**src/rtl/lnk_sync_pkg.sv**
```systemverilog
package lnk_sync_pkg;
  localparam int SPD_W   = 4;
  localparam int WID_W   = 6;
  localparam int STA_W   = 16;
  localparam int SPD_LSB = 0;
  localparam int WID_LSB = 4;
  localparam int ACT_BIT = 13;
  localparam int NVEC    = 4;

  localparam logic [SPD_W-1:0] SPD_2G5 = 4'd1;
  localparam logic [SPD_W-1:0] SPD_5G  = 4'd2;
  localparam logic [SPD_W-1:0] SPD_8G  = 4'd3;
  localparam logic [WID_W-1:0] WID_X1  = 6'd1;

  typedef struct packed {
    logic             bw_notify;
    logic             active_rpt;
    logic [SPD_W-1:0] tgt_speed;
    logic [NVEC-1:0]  speed_vec;
  } lnk_cap_t;
endpackage

```
**src/rtl/lnk_field_fix.sv**
```systemverilog
module lnk_field_fix #(
  parameter int W = 4,
  parameter logic [W-1:0] MIN_CODE = 1
) (
  input  logic         use_limit,
  input  logic [W-1:0] reported,
  input  logic [W-1:0] limit,
  output logic [W-1:0] fixed
);
  always_comb begin
    if (use_limit)              fixed = limit;
    else if (reported > limit)  fixed = limit;
    else if (reported == '0)    fixed = MIN_CODE;
    else                        fixed = reported;
  end
endmodule

```
**src/rtl/lnk_cap_gen.sv**
```systemverilog
module lnk_cap_gen
  import lnk_sync_pkg::*;
(
  input  logic [WID_W-1:0] max_width,
  input  logic [SPD_W-1:0] max_speed,
  output lnk_cap_t         caps
);
  logic fast;
  logic above_5g;
  logic [NVEC-1:0] vec;

  assign fast     = (max_speed > SPD_2G5);
  assign above_5g = (max_speed > SPD_5G);

  for (genvar i = 0; i < NVEC; i++) begin : g_vec
    localparam logic [SPD_W-1:0] CODE = SPD_W'(i + 1);
    assign vec[i] = above_5g && ((CODE <= SPD_8G) || (CODE <= max_speed));
  end

  always_comb begin
    caps.bw_notify  = (max_width > WID_X1) || fast;
    caps.active_rpt = fast;
    caps.tgt_speed  = fast ? max_speed : '0;
    caps.speed_vec  = vec;
  end
endmodule

```
**src/rtl/lnk_sta_merge.sv**
```systemverilog
module lnk_sta_merge
  import lnk_sync_pkg::*;
(
  input  logic [STA_W-1:0] own_sta,
  input  logic [WID_W-1:0] width,
  input  logic [SPD_W-1:0] speed,
  input  logic             force_active,
  output logic [STA_W-1:0] merged
);
  localparam logic [STA_W-1:0] FIELD_MASK =
    ({{(STA_W-WID_W){1'b0}}, {WID_W{1'b1}}} << WID_LSB) |
    ({{(STA_W-SPD_W){1'b0}}, {SPD_W{1'b1}}} << SPD_LSB);

  always_comb begin
    merged = own_sta & ~FIELD_MASK;
    merged[WID_LSB +: WID_W] = width;
    merged[SPD_LSB +: SPD_W] = speed;
    if (force_active) merged[ACT_BIT] = 1'b1;
  end
endmodule

```
**src/rtl/lnk_status_sync.sv**
```systemverilog
module lnk_status_sync
  import lnk_sync_pkg::*;
#(
  parameter bit REG_OUT = 1'b1
) (
  input  logic             clk,
  input  logic             rst_n,
  input  logic             sync_i,
  input  logic [WID_W-1:0] cfg_max_width_i,
  input  logic [SPD_W-1:0] cfg_max_speed_i,
  input  logic             dev_present_i,
  input  logic             dev_has_cap_i,
  input  logic [STA_W-1:0] dev_lnk_sta_i,
  input  logic [STA_W-1:0] own_lnk_sta_i,
  output logic [STA_W-1:0] lnk_sta_o,
  output logic             cap_bw_notify_o,
  output logic             cap_active_rpt_o,
  output logic [SPD_W-1:0] tgt_speed_o,
  output logic [NVEC-1:0]  speed_vec_o
);
  logic             no_dev;
  logic [WID_W-1:0] width_fix;
  logic [SPD_W-1:0] speed_fix;
  lnk_cap_t         caps_c;
  logic [STA_W-1:0] sta_c;

  assign no_dev = !dev_present_i || !dev_has_cap_i;

  lnk_field_fix #(.W(WID_W), .MIN_CODE(WID_X1)) u_width_fix (
    .use_limit (no_dev),
    .reported  (dev_lnk_sta_i[WID_LSB +: WID_W]),
    .limit     (cfg_max_width_i),
    .fixed     (width_fix)
  );

  lnk_field_fix #(.W(SPD_W), .MIN_CODE(SPD_2G5)) u_speed_fix (
    .use_limit (no_dev),
    .reported  (dev_lnk_sta_i[SPD_LSB +: SPD_W]),
    .limit     (cfg_max_speed_i),
    .fixed     (speed_fix)
  );

  lnk_cap_gen u_cap_gen (
    .max_width (cfg_max_width_i),
    .max_speed (cfg_max_speed_i),
    .caps      (caps_c)
  );

  lnk_sta_merge u_merge (
    .own_sta      (own_lnk_sta_i),
    .width        (width_fix),
    .speed        (speed_fix),
    .force_active (caps_c.active_rpt),
    .merged       (sta_c)
  );

  if (REG_OUT) begin : g_reg
    lnk_cap_t         caps_q;
    logic [STA_W-1:0] sta_q;

    always_ff @(posedge clk or negedge rst_n) begin
      if (!rst_n) begin
        caps_q <= '0;
        sta_q  <= '0;
      end else if (sync_i) begin
        caps_q <= caps_c;
        sta_q  <= sta_c;
      end
    end

    assign lnk_sta_o        = sta_q;
    assign cap_bw_notify_o  = caps_q.bw_notify;
    assign cap_active_rpt_o = caps_q.active_rpt;
    assign tgt_speed_o      = caps_q.tgt_speed;
    assign speed_vec_o      = caps_q.speed_vec;

    AST_WIDTH_CAPPED: assert property (@(posedge clk) disable iff (!rst_n)
      (sync_i && cfg_max_width_i != '0) |=>
        (lnk_sta_o[WID_LSB +: WID_W] <= $past(cfg_max_width_i)));
    AST_WIDTH_NONZERO: assert property (@(posedge clk) disable iff (!rst_n)
      (sync_i && cfg_max_width_i != '0) |=>
        (lnk_sta_o[WID_LSB +: WID_W] != '0));
    AST_SPEED_CAPPED: assert property (@(posedge clk) disable iff (!rst_n)
      (sync_i && cfg_max_speed_i != '0) |=>
        (lnk_sta_o[SPD_LSB +: SPD_W] <= $past(cfg_max_speed_i) &&
         lnk_sta_o[SPD_LSB +: SPD_W] != '0));
    AST_OTHER_BITS_KEPT: assert property (@(posedge clk) disable iff (!rst_n)
      (sync_i && cfg_max_speed_i <= SPD_2G5) |=>
        (lnk_sta_o[STA_W-1:WID_LSB+WID_W] ==
         $past(own_lnk_sta_i[STA_W-1:WID_LSB+WID_W])));
    AST_ACTIVE_FORCED: assert property (@(posedge clk) disable iff (!rst_n)
      (sync_i && cfg_max_speed_i > SPD_2G5) |=>
        (cap_active_rpt_o && lnk_sta_o[ACT_BIT]));
    AST_HOLD_NO_SYNC: assert property (@(posedge clk) disable iff (!rst_n)
      !sync_i |=> ($stable(lnk_sta_o) && $stable(speed_vec_o) &&
                   $stable(tgt_speed_o)));
  end else begin : g_comb
    assign lnk_sta_o        = sta_c;
    assign cap_bw_notify_o  = caps_c.bw_notify;
    assign cap_active_rpt_o = caps_c.active_rpt;
    assign tgt_speed_o      = caps_c.tgt_speed;
    assign speed_vec_o      = caps_c.speed_vec;
  end
endmodule

```
**config.mk**
```make
export PLATFORM = sky130hd
export DESIGN_NAME = lnk_status_sync
export DESIGN_NICKNAME = d
export VERILOG_FILES = /design/src/rtl/lnk_sync_pkg.sv /design/src/rtl/lnk_field_fix.sv /design/src/rtl/lnk_cap_gen.sv /design/src/rtl/lnk_sta_merge.sv /design/src/rtl/lnk_status_sync.sv
export SDC_FILE = /design/constraint.sdc
export NUM_CORES = 1
export LEC_CHECK = 0
export BUFFER_PORTS_ARGS = -buffer_cell sky130_fd_sc_hd__buf_2
export CAP_MARGIN = 20
export CORE_ASPECT_RATIO = 2
export CORE_MARGIN = 2
export CORE_UTILIZATION = 38
export CTS_CLUSTER_SIZE = 14
export DETAILED_ROUTE_END_ITERATION = 12
export PLACE_DENSITY = 0.79
export SETUP_SLACK_MARGIN = 0.15
export SLEW_MARGIN = 20
export SYNTH_ARGS = -nofsm -noshare
export SYNTH_HDL_FRONTEND = slang
export SYNTH_SLANG_ARGS = --single-unit
```
**constraint.sdc**
```tcl
create_clock -name clk -period 0.89 [get_ports clk]
set_input_delay 0.089 -clock clk [delete_from_list [all_inputs] [get_ports clk]]
set_output_delay 0.089 -clock clk [all_outputs]
set_load 0.02 [all_outputs]
```
==> impl_results.md, run 1 <==
* Cell at the root of the clock tree: sky130_fd_sc_hd__clkbuf_8
* Count of final setup violators at 30
* Number of unique standard cell types used by synthesis at 32
* # rows at 30
* Data arrival time of the critical path at about 1.4 ns
* FMAX at 807 MHz
* Setup slack after placement at -0.649 ns
* Setup repair after global routing missed its margin: yes
* Worst setup startpoint: cfg_max_width_i[1]
* Total routed wirelength at 4680 um
* Cell area after synthesis at 1350 sq um
* Total die area at 4070 sq um
* Total nets after synthesis at 194
* Fillers at 225
* Leftover overflow at the end of global routing at 0
* Met1 capacity usage during global routing at 0.211
* Antenna violations before repair at 0
* Critical path class: input pin to flop
* Placer Congestion at 0.817
* Clock tree from TritonCTS: done
* Number of cells traversed by the worst register-to-register path at 3
* Most Crowded Layer GR: met2
* Status: complete, but fails checks
* Post-route clock skew at 0 ns
* Total number of clock tree sinks at 24
* Transition at the pin with the smallest max-transition slack at slightly above 0.5 ns
* Wire length of the first global-routing pass at 6970 um
* Max-cap violations at 0
* Tmin final at 1.24 ns
* Critical path buffer and inverter count at 2
* Largest stage delay, worst path at 0.32 ns
* Origin of the critical flop-to-flop path: speed_vec_o[3]
* Pin count of the biggest net entering global routing at 29
* Vias in the first global route at 1594
* End-of-flow core utilization at 0.755
* Startpoint type of the worst setup path: input pin
* Worst hold margin at -0.211 ns
* Pre-Repair DR Iteration Count at 4
* Placeable core region at 3380 sq um
* Worst-path fanout max at 6
* Chip Height at 88.2 um
* Violated checks: negative hold slack, negative setup slack
* Static leakage at 0.00116 uW
* CTS H-tree depth at 1
* Commonest non-fill, non-tap cells in the layout: sky130_fd_sc_hd__buf_6, sky130_fd_sc_hd__buf_4, sky130_fd_sc_hd__buf_2
* Total track usage at 0.239
* Die Wd at 46.1 um
* Post-route DRC violation count at 0
* Flop and latch count out of synthesis at 24
* Yosys Warn Count at 0
* Leading cell type in the layout, fill and taps excluded: sky130_fd_sc_hd__buf_6
* Endpoints failing hold at 24
* TritonCTS Buffers at 3
* Synth Area per Inst at 9.84 sq um
* Met2 track demand over resource in global routing at 0.477
* Primary FF master, synth: sky130_fd_sc_hd__dfrtp_1
* Final number of max-transition violations at 0
* Series of cell instances along the critical path: buf_8 > inv_6 > ha_4 > nor2b_4 > o21a_4 > o31ai_4 > nand3_1 > a31oi_1
* Number of buffers between clock root and the deepest sink at 2
* Count of mapped cells out of synthesis at 137
* ANT nets after route at 0
* Critical path endpoint category: flop
* Fraction of layout instances using a drive strength above 1 at 0.671
* Min-Delay Path Class: input pin to async pin
* Post-synth EDFFs at 0
* Starting DRT DRC Count at 29
* Master of the slowest instance on the critical path: sky130_fd_sc_hd__o31ai_4
* Number of buffers inserted by port buffering at between 50 and 60
* Tcrit/Tclk final at 1.39
* Num ports at 73
* Clock-pin slew on the worst setup and hold paths at about 0.08 ns
* DP HPWL at 2960 um
* Met3 GRT Util at 0.0347
* Total number of vias at 1482
* Source-to-sink clock delay at the later pin of the worst-skew pair at 0.26 ns
* Number of logic stages on the critical path including buffering at 8
* Peak supply drop at slightly above 1 mV
* Post-DR wirelength/cell at approximately 18 um
* Worst Path Required at around 1.1 ns
* Summed negative setup slack over all endpoints at -2.87 ns
* Power Density at roughly 1400 nW/um^2
* Number of nets in the finished design at around 290
* Setup slack of the critical path after layout at -0.348 ns
* Share of async-settable or async-resettable flops after synthesis at 1.00
* Slew HR at 0.655
* # diodes at 0
* Fraction of the yosys area taken by sequential cells at 0.446
* Kind of cell adding the most delay to the critical path: compound AO/OA/AOI/OAI gates
* Starting utilization of the core area at 0.399
* Mean number of vias per cell at 5.63
* Layout Area Growth over Synthesis at 89.2%
timing repair:
item | 4_1_cts | 5_1_grt
resized for setup | 74 | 25
setup buffers | 9 | 4
cloned | 0 | 0
pin swaps | 22 | 12
endpoints found under the setup margin | 48 | 49
hold endpoints to repair | 24 | 24
layout make-up:
type                    instances  area [sq um]  area share
multi-input cells              92           887       0.348
repair buffers                 97           865       0.339
flip-flops and latches         24           612       0.240
inverters                      14          75.1      0.0294
clock buffers                   3          41.3      0.0162
well taps                      32          40.0      0.0157
clock inverters                 1          30.0      0.0118
power breakdown:
| part | leakage, uW | internal [uW] | total [uW] | switching (uW) |
|---|---|---|---|---|
| Sequential | 0.000259 | 1200 | 1290 | 90.9 |
| Combinational | 0.000862 | 687 | 1280 | 598 |
| Clock | 0.0000357 | 601 | 937 | 337 |
| Total | 0.00116 | 2490 | 3520 | 1030 |
path summary, 6_finish.rpt:
kind	end	slack, ns
max	lnk_sta_o[5]	-0.35
min	tgt_speed_o[0]	-0.21
max reg2reg	speed_vec_o[3]	0
min reg2reg	lnk_sta_o[14]	0.53
max in group asynchronous	lnk_sta_o[11]	0.72
min in group clk	lnk_sta_o[11]	0.06
Yosys cell counts, types with 2 or more instances:
cell | number | area share
sky130_fd_sc_hd__and2_1 | 2 | 0.0093
sky130_fd_sc_hd__clkbuf_1 | 3 | 0.0084
sky130_fd_sc_hd__mux2_2 | 8 | 0.067
sky130_fd_sc_hd__o22ai_1 | 2 | 0.0093
sky130_fd_sc_hd__ha_1 | 10 | 0.093
sky130_fd_sc_hd__buf_4 | 2 | 0.011
sky130_fd_sc_hd__a21oi_1 | 5 | 0.019
sky130_fd_sc_hd__buf_2 | 2 | 0.0074
sky130_fd_sc_hd__nor3_1 | 2 | 0.0074
sky130_fd_sc_hd__nand2_1 | 3 | 0.0084
sky130_fd_sc_hd__o21ai_0 | 10 | 0.037
sky130_fd_sc_hd__nor2_1 | 15 | 0.042
sky130_fd_sc_hd__dfrtp_1 | 24 | 0.45
sky130_fd_sc_hd__a31oi_1 | 10 | 0.046
sky130_fd_sc_hd__nand3_1 | 9 | 0.033
sky130_fd_sc_hd__inv_1 | 14 | 0.039
per-stage QoR:
stage | power, uW | instances | area (sq um)
floorplan | 1810 | 137 | 1530
global route | 3680 | 263 | 2550
global placement | 2210 | 246 | 2040
detailed placement | 2240 | 246 | 2040
CTS | 3420 | 259 | 2430
finish | 3520 | 263 | 2550
per-layer routing:
metal / vias up / part of all wire
met4: 0 / 0.042
met5: - / 0
met2: 67 / 0.60
met3: 21 / 0.042
li1: 681 / -
met1: 713 / 0.32
flip-flops by register name (all words and copies together) (netlist names):
signal / flops
lnk_sta_o: 16
tgt_speed_o: 4
speed_vec_o: 2
cap_active_rpt_o: 1
cap_bw_notify_o: 1
logic make-up (layout without fill, tap and decap cells):
| family | count (synthesis) | count (layout) | share of synthesized area |
|---|---|---|---|
| buffers and inverters | 21 | 115 | 0.0659 |
| and+or+nand+nor | 36 | 36 | 0.134 |
| muxes | 8 | 8 | 0.0669 |
| AOI/OAI and AO/OA | 38 | 38 | 0.195 |
| DFF | 24 | 24 | 0.446 |
| adders and majority gates | 10 | 10 | 0.0929 |
Note: power is estimated with default switching activity, not from simulation.
==> run 2, diff against run 1 <==
--- a/config.mk
+++ b/config.mk
@@ -13,6 +13,7 @@
 export CTS_CLUSTER_SIZE = 14
 export DETAILED_ROUTE_END_ITERATION = 12
 export PLACE_DENSITY = 0.79
+export RECOVER_POWER = 100
 export SETUP_SLACK_MARGIN = 0.15
 export SLEW_MARGIN = 20
 export SYNTH_ARGS = -nofsm -noshare
==> constraint.sdc (replaced) <==
create_clock -name clk -period 1.3 [get_ports clk]
set_input_delay 0.13 -clock clk [delete_from_list [all_inputs] [get_ports clk]]
set_output_delay 0.13 -clock clk [all_outputs]
set_load 0.02 [all_outputs]
==> run 2 against run 1 <==
Compared with the run above: core utilization decreased by 15 points; register-to-register slack improved by 0.52 ns; hold slack improved by 0.30 ns; critical endpoint is now lnk_sta_o[8]; design area decreased by 19%; the run now ends clean; sequential power decreased by 33%; combinational power decreased by 52%; global-route usage decreased by 5.6 points; clock skew unchanged.
==> impl_results.md, run 2 (synthesized netlist as in run 1, its figures left out) <==
* Status: finished clean
* Min-Delay Path Class: input pin to flop
* Critical path class: input pin to flop
* Source-to-sink clock delay at the later pin of the worst-skew pair at 0.27 ns (about the same)
* Mean number of vias per cell at 5.43 (-3.6%)
* Leading cell type in the layout, fill and taps excluded: sky130_fd_sc_hd__clkbuf_1
* Total number of vias at 1352 (-8.8%)
* Tcrit/Tclk final at 0.964
* Starting DRT DRC Count at 17 (-41%)
* TritonCTS Buffers at 3 (unchanged)
* Data arrival time of the critical path at 1.41 ns (about the same)
* Kind of cell adding the most delay to the critical path: compound AO/OA/AOI/OAI gates
* Clock-pin slew on the worst setup and hold paths at 0.08 ns (about the same)
* Placeable core region at 3380 sq um (unchanged)
* Fraction of layout instances using a drive strength above 1 at 0.406 (-0.265)
* Starting utilization of the core area at 0.399 (unchanged)
* Number of flip-flops under the largest register name at 16 (unchanged)
* Total routed wirelength at 3540 um (-24%)
* Static leakage at 0.000900 uW (-22%)
* DP HPWL at 2820 um (-4.8%)
* Count of final setup violators at 0 (-100%)
* Layout Area Growth over Synthesis at 52.6%
* Slew HR at 0.619 (-0.0367)
* Antenna violations before repair at 0 (unchanged)
* Clock tree from TritonCTS: done
* Number of buffers inserted by port buffering at 56 (unchanged)
* Post-route clock skew at 0 ns (unchanged)
* # diodes at 0 (unchanged)
* Startpoint type of the worst setup path: input pin
* ANT nets after route at 0 (unchanged)
* Num ports at 73 (unchanged)
* Pin count of the biggest net entering global routing at 25 (-14%)
* Critical path endpoint category: flop
* Number of nets in the finished design at 275 (-4.8%)
* Post-route DRC violation count at 0 (unchanged)
* Worst-path fanout max at 6 (unchanged)
* Largest stage delay, worst path at 0.35 ns (+0.03 ns)
* Design Power at 2120 uW (-40%)
* Total number of clock tree sinks at 24 (unchanged)
* Worst R2R Setup Slack at 0.52 ns (+0.52 ns)
* Max-cap violations at 0 (unchanged)
* Min-delay src: own_lnk_sta_i[10]
* Final number of max-transition violations at 0 (unchanged)
* Cell at the root of the clock tree: sky130_fd_sc_hd__clkbuf_8
* Setup slack after placement at -0.297 ns (+0.352 ns)
* Series of cell instances along the critical path: buf_8 > inv_6 > ha_4 > nor2b_4 > o21a_4 > o31a_1 > o21ai_1 > a31oi_1
* Placer Congestion at 0.870 (+6.6%)
* Fillers at 310 (+38%)
* Setup repair after global routing missed its margin: yes
* Wire length of the first global-routing pass at 5430 um (-22%)
* Chip Height at 88.2 um (unchanged)
* Worst Path Required at 1.46 ns (+0.39 ns)
* Die Wd at 46.1 um (unchanged)
* Master of the slowest instance on the critical path: sky130_fd_sc_hd__o31a_1
* Number of buffers between clock root and the deepest sink at 2 (unchanged)
* Total track usage at 0.183 (-0.0558)
* # rows at 30 (unchanged)
* Leftover overflow at the end of global routing at 0 (unchanged)
* Setup slack of the critical path after layout at 0.0465 ns (+0.395 ns)
* Tmin final at 1.25 ns
* Endpoints failing hold at 0 (-100%)
* Commonest non-fill, non-tap cells in the layout: sky130_fd_sc_hd__clkbuf_1, sky130_fd_sc_hd__buf_4, sky130_fd_sc_hd__dfrtp_1
* Top register by number of flip-flops: lnk_sta_o
* Total die area at 4070 sq um (unchanged)
* Vias in the first global route at 1276 (-20%)
* Worst setup startpoint: cfg_max_width_i[1]
* Origin of the critical flop-to-flop path: tgt_speed_o[1]
* Transition at the pin with the smallest max-transition slack at 0.572 ns (+0.0550 ns)
* Critical path buffer and inverter count at 2 (unchanged)
* Pre-Repair DR Iteration Count at 7 (+3)
* Power Density at 1030 nW/um^2 (-25%)
* Post-DR wirelength/cell at 14.2 um (-20%)
* CTS H-tree depth at 1 (unchanged)
* Peak supply drop at 0.744 mV (-26%)
* FMAX at 798 MHz
## run 2: changes by cell type in the layout (fill, tap and decap cells not counted), moves of 7 or more
cell / before / now
sky130_fd_sc_hd__buf_6: 39 / 6
sky130_fd_sc_hd__dfrtp_1: 15 / 24
sky130_fd_sc_hd__mux2_2: 1 / 8
sky130_fd_sc_hd__buf_4: 34 / 27
sky130_fd_sc_hd__dfrtp_2: 9 / 0
sky130_fd_sc_hd__mux2_4: 7 / 0
sky130_fd_sc_hd__clkbuf_1: 0 / 29
## run 2: routing by layer
layer | part of all wire | vias to the layer above | global-route usage
met5 | 0 | - | 0
met4 | 0.038 | 0 | 0.114
met3 | 0.050 | 11 | 0.0204
met2 | 0.55 | 53 | 0.331
met1 | 0.36 | 635 | 0.187
li1 | - | 653 | -
## run 2: path summary, 6_finish.rpt
kind,to,cells past startpoint
max in group asynchronous,lnk_sta_o[10],2
min in group asynchronous,lnk_sta_o[14],2
worst min register to register,lnk_sta_o[15],1
worst max-delay path,lnk_sta_o[8],8
worst min-delay path,lnk_sta_o[10],2
worst max register to register,tgt_speed_o[1],1
## run 2: cell type report
| type | count | area, sq um | area share |
|---|---|---|---|
| Inverter | 14 | 72.6 | 0.0353 |
| Timing Repair Buffer | 83 | 499 | 0.243 |
| Clock inverter | 1 | 30.0 | 0.0146 |
| Clock buffer | 3 | 41.3 | 0.0201 |
| Multi-Input combinational cell | 92 | 772 | 0.376 |
| Sequential cell | 24 | 601 | 0.292 |
| Tap cell | 32 | 40.0 | 0.0195 |
## run 2: timing repair
item	4_1_cts	5_1_grt
hold endpoints to repair	24	0
pin swaps	12	9
gates resized for setup	10	6
hold buffers	1	0
setup buffers	1	1
setup endpoints to repair	6	10
## run 2: through the flow
stage	hold slack, ns	util	std cells	area, sq um	setup TNS (ns)
after floorplan	-0.166	-	137	1480	-0.322
after global placement	0.123	0.576	242	1940	-1.80
after detailed placement	0.128	0.576	242	1940	-2.08
after CTS	0.0839	0.614	248	2070	0
after global routing	0.0895	0.609	249	2060	0
final	0.0853	0.609	249	2060	0
## run 2: power breakdown
part           switching, uW  total, uW  internal (uW)
clock network            236        648            412
logic                    345        614            268
registers               41.0        859            818
total                    622       2120           1500
==> run 3, diff against run 2 <==
--- a/config.mk
+++ b/config.mk
@@ -7,7 +7,6 @@
 export LEC_CHECK = 0
 export BUFFER_PORTS_ARGS = -buffer_cell sky130_fd_sc_hd__buf_2
 export CAP_MARGIN = 20
-export CORE_ASPECT_RATIO = 2
 export CORE_MARGIN = 2
 export CORE_UTILIZATION = 38
 export CTS_CLUSTER_SIZE = 14
==> run 3 against run 2 <==
Compared with the run above: die area decreased by 0.70%; sequential share of layout area shrank 0.071 points; core utilization increased by 0.42 points; largest power group unchanged; combinational power about the same; non-clock buffer count is 2 lower; design area is 0.24% higher.
==> impl_results.md, run 3 (synthesized netlist as in run 1, its figures left out) <==
* Origin of the critical flop-to-flop path: lnk_sta_o[10]
* Clock-pin slew on the worst setup and hold paths at 0.13 ns (+0.05 ns)
* Status: finished clean
* Area occupied by multi-input gates at 776 sq um (+0.49%)
* Transition at the pin with the smallest max-transition slack at 0.571 ns (-0.00128 ns)
* Die Wd at 63.6 um (+38%)
* Min-Delay Path Class: input pin to flop
* Count of final setup violators at 0 (unchanged)
* Worst-path fanout max at 6 (unchanged)
* Number of cells traversed by the worst register-to-register path at 1 (unchanged)
* Power share of the combinational group at 0.307 (+0.018)
* Post-DR wirelength/cell at 13.1 um (-7.6%)
* Post-route clock skew at 0 ns (unchanged)
* Cell at the root of the clock tree: sky130_fd_sc_hd__clkbuf_4
* P_sw at 600 uW (-3.5%)
* Total track usage at 0.175 (-0.00803)
* CTS H-tree depth at 1 (unchanged)
* Total number of vias at 1326 (-1.9%)
* Pin count of the biggest net entering global routing at 25 (unchanged)
* # rows at 21 (-30%)
* Leading cell type in the layout, fill and taps excluded: sky130_fd_sc_hd__clkbuf_1
* Master of the slowest instance on the critical path: sky130_fd_sc_hd__o31a_1
* Fillers at 322 (+3.9%)
* Worst R2R Setup Slack at 0.53 ns (about the same)
* Pre-Repair DR Iteration Count at 4 (-3)
* Data arrival time of the critical path at 1.44 ns (+0.03 ns)
* Starting utilization of the core area at 0.401 (+0.00178)
* Chip Height at 63.6 um (-28%)
* Number of buffers between clock root and the deepest sink at 2 (unchanged)
* Register cell area after layout at 601 sq um (unchanged)
* Power Density at 971 nW/um^2 (-5.9%)
* Total number of clock tree sinks at 24 (unchanged)
* Max-cap violations at 0 (unchanged)
* TritonCTS Buffers at 3 (unchanged)
* Clock share of power at 0.264 (-0.042)
* Proportion of total power due to net switching at 0.300 (+0.00683)
* Post-route standard cell area excluding fillers at 2060 sq um (+0.24%)
* Peak supply drop at 0.570 mV (-23%)
* Vias in the first global route at 1255 (-1.6%)
* Setup slack after placement at -0.289 ns (+0.00871 ns)
* Number of buffers inserted by port buffering at 56 (unchanged)
* Starting DRT DRC Count at 35 (+18)
* Reg-to-Reg End: lnk_sta_o[10]
* Source-to-sink clock delay at the later pin of the worst-skew pair at 0.31 ns (+0.04 ns)
* Instance area at placement at 1950 sq um (+0.51%)
* Commonest non-fill, non-tap cells in the layout: sky130_fd_sc_hd__clkbuf_1, sky130_fd_sc_hd__dfrtp_1, sky130_fd_sc_hd__buf_4
* Layout Area Growth over Synthesis at 52.9%
* Slew HR at 0.619 (+0.000854)
* Mean number of vias per cell at 5.08 (-6.4%)
* Static leakage at 0.000888 uW (-1.4%)
* Antenna violations before repair at 0 (unchanged)
* Setup slack of the critical path after layout at 0.0573 ns (+0.0109 ns)
* Top register by number of flip-flops: lnk_sta_o
* Internal power consumption at 1400 uW (-6.6%)
* Non-filler cells in the finished layout at 261 (+4.8%)
* Setup repair after global routing missed its margin: yes
* Number of flip-flops under the largest register name at 16 (unchanged)
* Post-route DRC violation count at 0 (unchanged)
* Number of placed instances, taps included at 255 (+5.4%)
* Largest stage delay, worst path at 0.35 ns (about the same)
* Wire length of the first global-routing pass at 5610 um (+3.3%)
* Summed negative setup slack over all endpoints at 0 ns (unchanged)
* ANT nets after route at 0 (unchanged)
* Number of nets in the finished design at 273 (-0.73%)
* Placeable core region at 3360 sq um (-0.44%)
* Fraction of layout instances using a drive strength above 1 at 0.400 (-0.00553)
* Final number of max-transition violations at 0 (unchanged)
* # diodes at 0 (unchanged)
* Destination of the worst hold path: lnk_sta_o[11]
* FMAX at 805 MHz (+0.87%)
* Critical path class: input pin to flop
* Total routed wirelength at 3430 um (-3.2%)
* Startpoint type of the worst setup path: input pin
* Total die area at 4040 sq um (-0.70%)
* Tmin final at 1.24 ns (-0.0109 ns)
* Num ports at 73 (unchanged)
* Min-Delay Path Depth at 2 (unchanged)
* Endpoints failing hold at 0 (unchanged)
* DP HPWL at 2800 um (-0.68%)
* Leftover overflow at the end of global routing at 0 (unchanged)
* Clock tree from TritonCTS: done
* Worst Path Required at 1.50 ns (+0.04 ns)
* Sequential Power Share at 0.429 (+0.024)
* Critical path endpoint category: flop
* Tcrit/Tclk final at 0.956 (-0.00835)
* Min-delay src: own_lnk_sta_i[11]
* Placer Congestion at 0.942 (+8.3%)
* Series of cell instances along the critical path: buf_6 > ha_4 > nor2b_4 > o21a_4 > o31a_1 > o21ai_0 > a31oi_1
## run 3: changes by cell type in the layout (fill, tap and decap cells not counted), moves of 2 or more
| cell | previous run | this run |
|---|---|---|
| sky130_fd_sc_hd__buf_4 | 27 | 22 |
| sky130_fd_sc_hd__o21ai_1 | 6 | 3 |
| sky130_fd_sc_hd__clkbuf_4 | 0 | 3 |
| sky130_fd_sc_hd__clkbuf_8 | 3 | 0 |
| sky130_fd_sc_hd__buf_6 | 6 | 8 |
| sky130_fd_sc_hd__o21ai_0 | 3 | 7 |
## run 3: what timing repair did
item | 4_1_cts | 5_1_grt
hold endpoints to repair | 24 | 0
buffers inserted | 0 | 1
gates resized for setup | 13 | 10
gates cloned | 0 | 0
pin swaps | 14 | 15
endpoints found under the setup margin | 6 | 8
hold buffers | 1 | 0
## run 3: metal layers
layer  vias up  routed length [um]  GRT usage
met5         -                   0          0
met4         0                  34     0.0707
met1       616                1490      0.216
met2        50                1730      0.311
met3         4                 170     0.0196
li1        656                   -          -
## run 3: power groups by stage
| stage | sequential [uW] | clock [uW] | combinational, uW |
|---|---|---|---|
| final | 858 | 529 | 613 |
| after global routing | 868 | 576 | 670 |
| after CTS | 856 | 544 | 635 |
| after detailed placement | 870 | 0 | 615 |
| after global placement | 866 | 0 | 600 |
| after floorplan | 960 | 0 | 255 |
## run 3: worst max-delay path by stage
stage                  startpoint            to  slack [ns]  cells past startpoint
5_1_grt          dev_lnk_sta_i[5]  lnk_sta_o[7]        0.03                      7
6_report         dev_lnk_sta_i[5]  lnk_sta_o[8]        0.06                      7
2_1_floorplan    dev_lnk_sta_i[5]  lnk_sta_o[5]       -0.06                      6
3_5_place_dp     dev_lnk_sta_i[5]  lnk_sta_o[7]       -0.29                      7
3_3_place_gp     dev_lnk_sta_i[5]  lnk_sta_o[8]       -0.24                      7
4_1_cts        cfg_max_width_i[1]  lnk_sta_o[7]        0.11                      8
## run 3: area by class of cell
type,count,area share
multi-input combinational,92,0.376
sequential,24,0.291
timing repair buffer,81,0.242
inverter,14,0.0364
tap,46,0.0279
clock inverter,1,0.0146
clock buffer,3,0.0109
## run 3: worst max-delay path, delay by kind of cell
family	cells	cell delay [ns]
AO/OA/AOI/OAI	4	0.86
AND/OR/NAND/NOR	1	0.12
adder cells (fa/ha/maj)	1	0.23
buffers and inverters	1	0.10
## run 3: stage by stage
step / hold slack [ns] / util / total power (uW)
4_1_cts: 0.0288 / 0.615 / 2030
6_report: 0.0361 / 0.613 / 2000
3_5_place_dp: 0.133 / 0.581 / 1490
3_3_place_gp: 0.133 / 0.581 / 1470
5_1_grt: 0.0166 / 0.613 / 2110
2_1_floorplan: -0.166 / - / 1220
